===== src/rtl/region_guard_pkg.sv =====
package region_guard_pkg;
  typedef enum logic [2:0] {
    RG_RUN     = 3'd0,
    RG_DRAIN   = 3'd1,
    RG_READY   = 3'd2,
    RG_LOAD    = 3'd3,
    RG_RESET   = 3'd4,
    RG_STANDBY = 3'd5
  } rg_state_e;

  localparam logic [1:0] REG_CTL  = 2'd0;
  localparam logic [1:0] REG_STS  = 2'd1;
  localparam logic [1:0] REG_ARGA = 2'd2;
  localparam logic [1:0] REG_ARGB = 2'd3;

  localparam int CTL_REQ  = 0;
  localparam int CTL_ACT  = 1;
  localparam int CTL_IEN  = 2;
  localparam int CTL_LOAD = 3;
  localparam int STS_PEND = 8;
  localparam int STS_ERR  = 9;
endpackage


===== src/rtl/region_ctrl.sv =====
module region_ctrl
  import region_guard_pkg::*;
#(
  parameter int RST_CYCLES = 16,
  parameter int DATA_W     = 32
) (
  input  logic              clk,
  input  logic              rst_n,
  input  logic              frame_busy,
  input  logic              pipe_busy,
  input  logic              load_done,
  input  logic              wr_en,
  input  logic [1:0]        wr_sel,
  input  logic [DATA_W-1:0] wr_data,
  output logic [DATA_W-1:0] ctl_word,
  output logic [DATA_W-1:0] sts_word,
  output logic [DATA_W-1:0] arg_a,
  output logic [DATA_W-1:0] arg_b,
  output logic              region_rst,
  output logic              region_run,
  output logic              irq_req
);
  localparam int CNT_W = (RST_CYCLES > 2) ? $clog2(RST_CYCLES) : 1;

  rg_state_e  state, nxt;
  logic [CNT_W-1:0] cnt;
  logic pend_q, err_q, ien_q, safe;
  logic wr_ctl, wr_sts;

  assign safe   = !frame_busy && !pipe_busy;
  assign wr_ctl = wr_en && (wr_sel == REG_CTL);
  assign wr_sts = wr_en && (wr_sel == REG_STS);

  always_comb begin
    nxt = state;
    case (state)
      RG_RUN:     if (wr_ctl && wr_data[CTL_REQ]) nxt = safe ? RG_READY : RG_DRAIN;
      RG_DRAIN:   if (safe) nxt = RG_READY;
      RG_READY:   if (wr_ctl && wr_data[CTL_LOAD]) nxt = RG_LOAD;
      RG_LOAD:    if (load_done) nxt = RG_RESET;
      RG_RESET:   if (cnt == '0) nxt = RG_STANDBY;
      RG_STANDBY: if (wr_ctl && wr_data[CTL_ACT]) nxt = RG_RUN;
      default:    nxt = RG_RUN;
    endcase
  end

  always_ff @(posedge clk) begin
    if (!rst_n) begin
      state  <= RG_RUN;
      cnt    <= '0;
      pend_q <= 1'b0;
      err_q  <= 1'b0;
      ien_q  <= 1'b0;
      arg_a  <= '0;
      arg_b  <= '0;
    end else begin
      state <= nxt;
      if (state != RG_RESET && nxt == RG_RESET) cnt <= CNT_W'(RST_CYCLES - 1);
      else if (state == RG_RESET && cnt != '0) cnt <= cnt - 1'b1;
      if (state == RG_DRAIN && nxt == RG_READY) pend_q <= 1'b1;
      else if (wr_sts && wr_data[STS_PEND]) pend_q <= 1'b0;
      if (load_done && state != RG_LOAD) err_q <= 1'b1;
      else if (wr_sts && wr_data[STS_ERR]) err_q <= 1'b0;
      if (wr_ctl) ien_q <= wr_data[CTL_IEN];
      if (wr_en && wr_sel == REG_ARGA) arg_a <= wr_data;
      if (wr_en && wr_sel == REG_ARGB) arg_b <= wr_data;
    end
  end

  assign ctl_word   = {{(DATA_W-3){1'b0}}, ien_q, 2'b00};
  assign sts_word   = {{(DATA_W-10){1'b0}}, err_q, pend_q, 1'b0, state, 1'b0,
                       pipe_busy, frame_busy, safe};
  assign region_rst = (state == RG_RESET);
  assign region_run = (state == RG_RUN) || (state == RG_DRAIN);
  assign irq_req    = pend_q && ien_q;

  assert_reset_exit_R7: assert property (@(posedge clk) disable iff (!rst_n)
    state == RG_RESET |=> (state == RG_RESET || state == RG_STANDBY));
  assert_run_entry_R8: assert property (@(posedge clk) disable iff (!rst_n)
    (state == RG_RUN && $past(state) != RG_RUN) |-> $past(state) == RG_STANDBY);
  assert_pend_source_R4: assert property (@(posedge clk) disable iff (!rst_n)
    $rose(pend_q) |-> $past(state) == RG_DRAIN);
  assert_stray_done_R9: assert property (@(posedge clk) disable iff (!rst_n)
    (load_done && state != RG_LOAD) |=> err_q);
endmodule


===== src/rtl/guard_axil_port.sv =====
module guard_axil_port #(
  parameter int ADDR_W = 8,
  parameter int DATA_W = 32
) (
  input  logic              clk,
  input  logic              rst_n,
  input  logic [ADDR_W-1:0] s_awaddr,
  input  logic              s_awvalid,
  output logic              s_awready,
  input  logic [DATA_W-1:0] s_wdata,
  input  logic              s_wvalid,
  output logic              s_wready,
  output logic [1:0]        s_bresp,
  output logic              s_bvalid,
  input  logic              s_bready,
  input  logic [ADDR_W-1:0] s_araddr,
  input  logic              s_arvalid,
  output logic              s_arready,
  output logic [DATA_W-1:0] s_rdata,
  output logic [1:0]        s_rresp,
  output logic              s_rvalid,
  input  logic              s_rready,
  output logic              wr_fire,
  output logic [ADDR_W-1:0] wr_addr,
  output logic [DATA_W-1:0] wr_data,
  output logic [ADDR_W-1:0] rd_addr,
  input  logic [DATA_W-1:0] rd_word
);
  logic rd_fire;

  assign s_awready = s_awvalid && s_wvalid && !s_bvalid;
  assign s_wready  = s_awready;
  assign wr_fire   = s_awready;
  assign wr_addr   = s_awaddr;
  assign wr_data   = s_wdata;
  assign s_arready = !s_rvalid;
  assign rd_fire   = s_arvalid && s_arready;
  assign rd_addr   = s_araddr;
  assign s_bresp   = 2'b00;
  assign s_rresp   = 2'b00;

  always_ff @(posedge clk) begin
    if (!rst_n) begin
      s_bvalid <= 1'b0;
      s_rvalid <= 1'b0;
      s_rdata  <= '0;
    end else begin
      if (wr_fire) s_bvalid <= 1'b1;
      else if (s_bready) s_bvalid <= 1'b0;
      if (rd_fire) begin
        s_rvalid <= 1'b1;
        s_rdata  <= rd_word;
      end else if (s_rready) begin
        s_rvalid <= 1'b0;
      end
    end
  end

  assert_bresp_hold_R10: assert property (@(posedge clk) disable iff (!rst_n)
    (s_bvalid && !s_bready) |=> s_bvalid);
  assert_rdata_hold_R10: assert property (@(posedge clk) disable iff (!rst_n)
    (s_rvalid && !s_rready) |=> (s_rvalid && $stable(s_rdata)));
endmodule


===== src/rtl/region_guard.sv =====
module region_guard
  import region_guard_pkg::*;
#(
  parameter int NUM_REGIONS = 4,
  parameter int RST_CYCLES  = 16,
  parameter int ADDR_W      = 8
) (
  input  logic                     clk,
  input  logic                     rst_n,
  input  logic [ADDR_W-1:0]        s_awaddr,
  input  logic                     s_awvalid,
  output logic                     s_awready,
  input  logic [31:0]              s_wdata,
  input  logic                     s_wvalid,
  output logic                     s_wready,
  output logic [1:0]               s_bresp,
  output logic                     s_bvalid,
  input  logic                     s_bready,
  input  logic [ADDR_W-1:0]        s_araddr,
  input  logic                     s_arvalid,
  output logic                     s_arready,
  output logic [31:0]              s_rdata,
  output logic [1:0]               s_rresp,
  output logic                     s_rvalid,
  input  logic                     s_rready,
  input  logic [NUM_REGIONS-1:0]   frame_busy_i,
  input  logic [NUM_REGIONS-1:0]   pipe_busy_i,
  input  logic [NUM_REGIONS-1:0]   load_done_i,
  output logic [NUM_REGIONS-1:0]   region_rst_o,
  output logic [NUM_REGIONS-1:0]   region_run_o,
  output logic [NUM_REGIONS*64-1:0] task_arg_o,
  output logic                     irq_o
);
  localparam int SEL_W = ADDR_W - 4;

  logic              wr_fire;
  logic [ADDR_W-1:0] wr_addr, rd_addr;
  logic [31:0]       wr_data, rd_word;
  logic [31:0]       ctl_w [NUM_REGIONS];
  logic [31:0]       sts_w [NUM_REGIONS];
  logic [31:0]       arga_w [NUM_REGIONS];
  logic [31:0]       argb_w [NUM_REGIONS];
  logic [NUM_REGIONS-1:0] irq_req;
  logic [SEL_W-1:0]  wr_region, rd_region;
  logic              wr_hit, rd_hit;

  guard_axil_port #(.ADDR_W(ADDR_W), .DATA_W(32)) u_port (
    .clk(clk), .rst_n(rst_n),
    .s_awaddr(s_awaddr), .s_awvalid(s_awvalid), .s_awready(s_awready),
    .s_wdata(s_wdata), .s_wvalid(s_wvalid), .s_wready(s_wready),
    .s_bresp(s_bresp), .s_bvalid(s_bvalid), .s_bready(s_bready),
    .s_araddr(s_araddr), .s_arvalid(s_arvalid), .s_arready(s_arready),
    .s_rdata(s_rdata), .s_rresp(s_rresp), .s_rvalid(s_rvalid), .s_rready(s_rready),
    .wr_fire(wr_fire), .wr_addr(wr_addr), .wr_data(wr_data),
    .rd_addr(rd_addr), .rd_word(rd_word)
  );

  assign wr_region = wr_addr[ADDR_W-1:4];
  assign rd_region = rd_addr[ADDR_W-1:4];
  assign wr_hit = (wr_addr[1:0] == 2'b00) && (int'(wr_region) < NUM_REGIONS);
  assign rd_hit = (rd_addr[1:0] == 2'b00) && (int'(rd_region) < NUM_REGIONS);

  for (genvar r = 0; r < NUM_REGIONS; r++) begin : g_region
    region_ctrl #(.RST_CYCLES(RST_CYCLES), .DATA_W(32)) u_ctrl (
      .clk(clk), .rst_n(rst_n),
      .frame_busy(frame_busy_i[r]), .pipe_busy(pipe_busy_i[r]),
      .load_done(load_done_i[r]),
      .wr_en(wr_fire && wr_hit && (wr_region == SEL_W'(r))),
      .wr_sel(wr_addr[3:2]), .wr_data(wr_data),
      .ctl_word(ctl_w[r]), .sts_word(sts_w[r]),
      .arg_a(arga_w[r]), .arg_b(argb_w[r]),
      .region_rst(region_rst_o[r]), .region_run(region_run_o[r]),
      .irq_req(irq_req[r])
    );
    assign task_arg_o[r*64 +: 64] = {argb_w[r], arga_w[r]};
  end

  always_comb begin
    rd_word = '0;
    for (int i = 0; i < NUM_REGIONS; i++) begin
      if (rd_hit && rd_region == SEL_W'(i)) begin
        case (rd_addr[3:2])
          REG_CTL:  rd_word = ctl_w[i];
          REG_STS:  rd_word = sts_w[i];
          REG_ARGA: rd_word = arga_w[i];
          default:  rd_word = argb_w[i];
        endcase
      end
    end
  end

  assign irq_o = |irq_req;
endmodule


===== config.mk =====
export PLATFORM = sky130hd
export DESIGN_NAME = region_guard
export DESIGN_NICKNAME = d
export VERILOG_FILES = /design/src/rtl/region_guard_pkg.sv /design/src/rtl/region_ctrl.sv /design/src/rtl/guard_axil_port.sv /design/src/rtl/region_guard.sv
export SDC_FILE = /design/constraint.sdc
export NUM_CORES = 1
export LEC_CHECK = 0
export ABC_AREA = 1
export BUFFER_PORTS_ARGS = -buffer_cell sky130_fd_sc_hd__buf_2
export CORE_ASPECT_RATIO = 0.75
export CORE_MARGIN = 3
export CORE_UTILIZATION = 40
export DETAILED_ROUTE_END_ITERATION = 12
export SLEW_MARGIN = 10
export SYNTH_ARGS = -nofsm -noshare
export SYNTH_HDL_FRONTEND = slang
export SYNTH_HIERARCHICAL = 1
export SYNTH_SLANG_ARGS = --single-unit

===== constraint.sdc =====
create_clock -name clk -period 5 [get_ports clk]
set_clock_uncertainty 0.2 [all_clocks]
set_input_delay 0.5 -clock clk [delete_from_list [all_inputs] [get_ports clk]]
set_output_delay 0.5 -clock clk [all_outputs]
set_load 0.02 [all_outputs]

======== After elaboration in Yosys (flattened, before gate mapping) ========
Cells that the tools add are included.
storage, ports and cells
  bits in registers ....................... 330
  input port bits ......................... 67
  output and inout bits ................... 306
cells by class
  $add $sub $neg .......................... 4
  order comparisons ....................... 2
  eq/ne operators ......................... 47
  mux-type cells .......................... 68
  reductions and logical operators ........ 121
operators by type and width
  cell                                                                      number
  32-bit one-hot mux with 3 select lines                                    4
  32-bit 2-to-1 mux                                                         4
  1-bit logical AND                                                         74
  3-bit 2-to-1 mux                                                          24
  3-bit one-hot mux with 6 select lines                                     4
  3-bit by 2-bit == test with 1-bit output (second input constant)          12
  3-bit == test (second input constant)                                     12
  4-bit 2-to-1 mux                                                          8
  2-bit nonzero test                                                        14
  4-bit logical NOT                                                         6
  1-bit 2-to-1 mux                                                          20
  4-bit by 2-bit == test with 1-bit output (second input constant)          4
  4-bit nonzero test                                                        4
  4-bit by 1-bit subtractor with 4-bit output (second input constant)       4
  3-bit by 1-bit == test with 1-bit output (second input constant)          4
  3-bit logical NOT                                                         4
  3-bit by 2-bit inequality test with 1-bit output (second input constant)  4
  3-bit inequality test (second input constant)                             4
  1-bit logical NOT                                                         10
  4-bit by 1-bit == test with 1-bit output (second input constant)          2
  2-bit logical NOT                                                         4
  4-bit by 3-bit < comparator with 1-bit output (second input constant)     2
  2-bit 2-to-1 mux                                                          4
  2-bit == test (second input constant)                                     3
  other kinds (3)                                                           7

======== Logic depth before layout (Yosys ltp) ========
  word-level depth ........................ 11
  mapped depth ............................ 14
  gate-level depth less buffers ........... 12

======== Hierarchy ========
The synthesis kept the hierarchy.
by module, submodules not included
  module           times used  cells each  area an instance (sq um)
  region_ctrl      4           447         3,310.7
  region_guard     1           1,011       4,594.4
  guard_axil_port  1           277         1,881.8

======== Worst setup path before layout ========
No wires, ideal clock.
  kind .................................... input-to-reg
  start ................................... input port s_awvalid
  end ..................................... register g_region[0].u_ctrl.arg_a[10]
  setup time .............................. 116 ps
  arrival ................................. 1,910 ps
  required time ........................... 4,684 ps
  path slack .............................. 2,774 ps
  stages on the path ...................... 12
  path buffers ............................ 3
  cell sequence ........................... nand3_1 > inv_1 > buf_4 > nand3_1 > nor3_1 > buf_2 > nand2_2 > nor2_2 > inv_2 > buf_2 > nor2_1 > nor2_1
between the ends
  longest elaborated chain between the ends .. 5
RTL lines
  element                         line                   RTL
  start: declaration              region_guard.sv:11     input logic s_awvalid,
  1-bit logical AND (2 in a row)  guard_axil_port.sv:31  assign s_awready = s_awvalid && s_wvalid && !s_bvalid;
  named net s_awready             region_guard.sv:12     output logic s_awready,
  1-bit logical AND (2 in a row)  region_guard.sv:68     .wr_en(wr_fire && wr_hit && (wr_region == SEL_W'(r))),
  1-bit logical AND               region_ctrl.sv:65      if (wr_en && wr_sel == REG_ARGA) arg_a <= wr_data;
  end signal: assignment          region_ctrl.sv:65
  end: declaration                region_ctrl.sv:17      output logic [DATA_W-1:0] arg_a,
The timed path passes the listed nets, and every way through them passes these cells.
A chain may end at the register's enable or synchronous reset.

======== Worst setup path in the final report ========
  start ................................... register u_port.s_bvalid
  end ..................................... register g_region[2].u_ctrl.arg_b[2]
between the ends
  longest elaborated chain between the ends .. 5
RTL lines
  element                         line                   RTL
  start: declaration              guard_axil_port.sv:14  output logic s_bvalid,
  start signal: assignment        guard_axil_port.sv:44  s_bvalid <= 1'b0;
  start signal: assignment        guard_axil_port.sv:48  if (wr_fire) s_bvalid <= 1'b1;
  start signal: assignment        guard_axil_port.sv:49  else if (s_bready) s_bvalid <= 1'b0;
  1-bit logical NOT               guard_axil_port.sv:31
  1-bit logical AND               guard_axil_port.sv:31
  1-bit logical AND (2 in a row)  region_guard.sv:68
  1-bit logical AND               region_ctrl.sv:66      if (wr_en && wr_sel == REG_ARGB) arg_b <= wr_data;
  end signal: assignment          region_ctrl.sv:66
  end: declaration                region_ctrl.sv:18      output logic [DATA_W-1:0] arg_b,
Every way passes these cells.

==> impl_metrics.ini <==
[pwr]
p_sw_uw = 1770
intPower_uw = 4700
power_frac_comb_pct = 10.4
power.leakage_uw = 0.0103
pwr-share-seq_pct = 41.5
power.clock.fraction_pct = 48.1
p_per_area_mw_per_mm2 = 299
netSwitchingFraction_pct = 27.4
ir_drop_mv = 0.193

[cts]
root_buffer = clkbuf_16
ctsResizeCount = 0
numCtsBuffers = 39
holdBufCountCts = 2
cts_buffer_depth = 3
cts_setup_buffers = 0
clkSlewWorstSetupHoldPaths_ps = 60
cts_tree = yes
h-tree-depth = 2
cts.sinks = 330
insertion_delay_ps = 570

[layout]
fin_nets = 3313
nFillCells = 5151
design_area_mm2 = 0.0217
drive_gt1_share_pct = 15.2
regArea_mm2 = 0.00661
multi_input_area_mm2 = 0.0103
utilization_pct = 45.2
synthToLayoutAreaGrowth_pct = 9.98

[grt]
grt_max_degree = 131
grt_pass1_wl_mm = 131
antenna_found_initial = 2
grt_pass1_vias = 19333
overflow = 0
grt_util_all_layers_pct = 33.5

[floorplan]
rows = 69
dieArea_mm2 = 0.0520
ios = 373
initial_utilization_pct = 41.1
fp.coreArea_mm2 = 0.0480
die_x_um = 262
die_h_um = 198

[drt]
ant_nets = 0
wirelength_mm = 90.2
drt-initial-drc-count = 2916
post-route-drc-count = 0
via_count = 21230
routed_via_density = 5.43
drt-wirelength-per-cell_um = 23.1
drtPass1Iterations = 6

[timing]
rsz0062_at_grt = false
finalHoldViolations = 0
fmax_ghz = 0.287
tightest_slew_ps = 1130
tns_ps = 0
min_period_ps = 3480
report.final.setup_viol = 0
slew_violations = 0
fin_crit_sh_pct = 69.6
setup_ws_ps = 1520
relSlewSlack_pct = 24.7
fin_hold_ws_ps = 15.6

[placement]
place_ws_ps = 1330
routabilityCongestion = 0.995
port_buffers = 368
place_area_mm2 = 0.0203
place_hpwl_mm = 64.2

[setup_path]
cp_slowest_cell = nand2_1
worstSetupEndpointType = flip-flop
path_max_fanout = 33
slowest_delay_ps = 830
cp.arrival_ps = 3720
cp_top_family = simple AND/OR/NAND/NOR gates
start_kind = flip-flop
cp_cell_sequence = inv_1, nand3_1, inv_1, nand3_1, nor3_1, buf_4, nand2_2, inv_2, nand2_1, nand2_1, a21oi_1
critPathRequiredTime_ps = 5240
crit_buf_inv = 4
worstSetupPathType = reg -> reg

[synth]
ys.flop_type = dfxtp_1
yosysWarnings = 6
synth_xor_area_share_pct = 0
synth-simple-area-share_pct = 36.8
synth_async_sr_flop_share_pct = 0
syn-cell-area_mm2 = 0.0197
synth-compound-area-share_pct = 10.6
synth_top_family_by_area = simple AND/OR/NAND/NOR gates
synth_fa_ha_area_share_pct = 0.254
muxShareOfSynthArea_pct = 0
ys_seq_area_share_pct = 33.5
synth-seq-cells = 330
ys_top_cells_by_area = dfxtp_1, nand3_1, buf_4
synth_common_cells = nand2_1, nor2_1, nand3_1
yosys.area.top_type = dfxtp_1
synth.most_common_cell = nand2_1
avgSynthCellArea_um2 = 6.41
synth_edf_count = 0
syn-instance-count = 3076
yosysUniqueCellTypes = 25
synth_top_area_share_pct = 33.5

[outcome]
status = finished clean

[job]
maxCapViolCount = 0

[min_path]
worstHoldPathType = in -> reg
## metal layers
metal	GRT usage, %	up-vias	wire (µm)
li1	-	9844	-
met3	10.9	206	12000
met1	46.0	9855	37500
met2	48.0	1323	36500
met4	14.1	2	4280
met5	0	-	13
## cell usage in the layout, fill, tap and decap left out, types with 6 or more instances in the layout
master / n
clkinv_2: 7
or2_1: 30
buf_2: 364
clkbuf_16: 41
a21oi_1: 154
nor3_1: 8
nand2_1: 550
nand3_1: 489
o21ai_0: 225
inv_1: 114
dfxtp_1: 330
nor2_2: 9
nand4_1: 55
nor2_1: 541
conb_1: 224
inv_2: 12
clkbuf_8: 6
o21ai_1: 34
buf_4: 35
bufinv_16: 6
## logic make-up (layout without fill, tap and decap cells)
kind of cell / Yosys count / after routing
AO/OA/AOI/OAI: 417 / 417
adder cells (fa/ha/maj): 4 / 4
buffers and inverters: 626 / 600
flip-flops: 330 / 330
other: 5 / 225
AND/OR/NAND/NOR: 1694 / 1694
## power groups by stage
stage | logic (µW) | clock network (µW) | registers [µW]
3_5_place_dp | 647 | 0 | 2740
4_1_cts | 650 | 3140 | 2690
5_1_grt | 727 | 3250 | 2690
6_report | 676 | 3110 | 2690
2_1_floorplan | 550 | 0 | 2750
3_3_place_gp | 643 | 0 | 2740
## sequential cells by signal, indices dropped and copies added (netlist names)
| register | flops |
|---|---|
| g_region.u_ctrl/pend_q | 4 |
| g_region.u_ctrl/arg_b | 128 |
| g_region.u_ctrl/state | 12 |
| g_region.u_ctrl/err_q | 4 |
| u_port/s_rdata | 32 |
| u_port/s_bvalid | 1 |
| g_region.u_ctrl/ien_q | 4 |
| g_region.u_ctrl/cnt | 16 |
| u_port/s_rvalid | 1 |
| g_region.u_ctrl/arg_a | 128 |
## metrics by stage
| stage | power [µW] | cells |
|---|---|---|
| after floorplan | 3300 | 3295 |
| after global placement | 3390 | 3838 |
| after detailed placement | 3390 | 3838 |
| after CTS | 6480 | 3908 |
| after global routing | 6660 | 3908 |
| final | 6480 | 3909 |
## final timing paths
path / start / cells past startpoint / slack (ps) / endpoint
setup / recovery: u_port/s_bvalid / 11 / 1520 / g_region[2].u_ctrl/arg_b[2]
hold / removal: load_done_i[3] / 3 / 20 / g_region[3].u_ctrl/err_q
setup reg to reg: u_port/s_bvalid / 11 / 1520 / g_region[2].u_ctrl/arg_b[2]
hold reg to reg: g_region[1].u_ctrl/err_q / 2 / 270 / g_region[1].u_ctrl/err_q
## area by class of cell
class,count,area share (%)
Tap cell,639,3.69
Timing Repair Buffer,404,9.98
Antenna cell,1,0.0115
Clock inverter,17,1.14
Sequential cell,330,30.5
Multi-Input combinational cell,2339,47.3
Clock buffer,51,5.18
Inverter,128,2.22
## worst min-delay path, stage by stage
cell	delay [ps]
buf_2	120
nand2_1	60
a21oi_1	60
(Power assumes the default switching activity.)
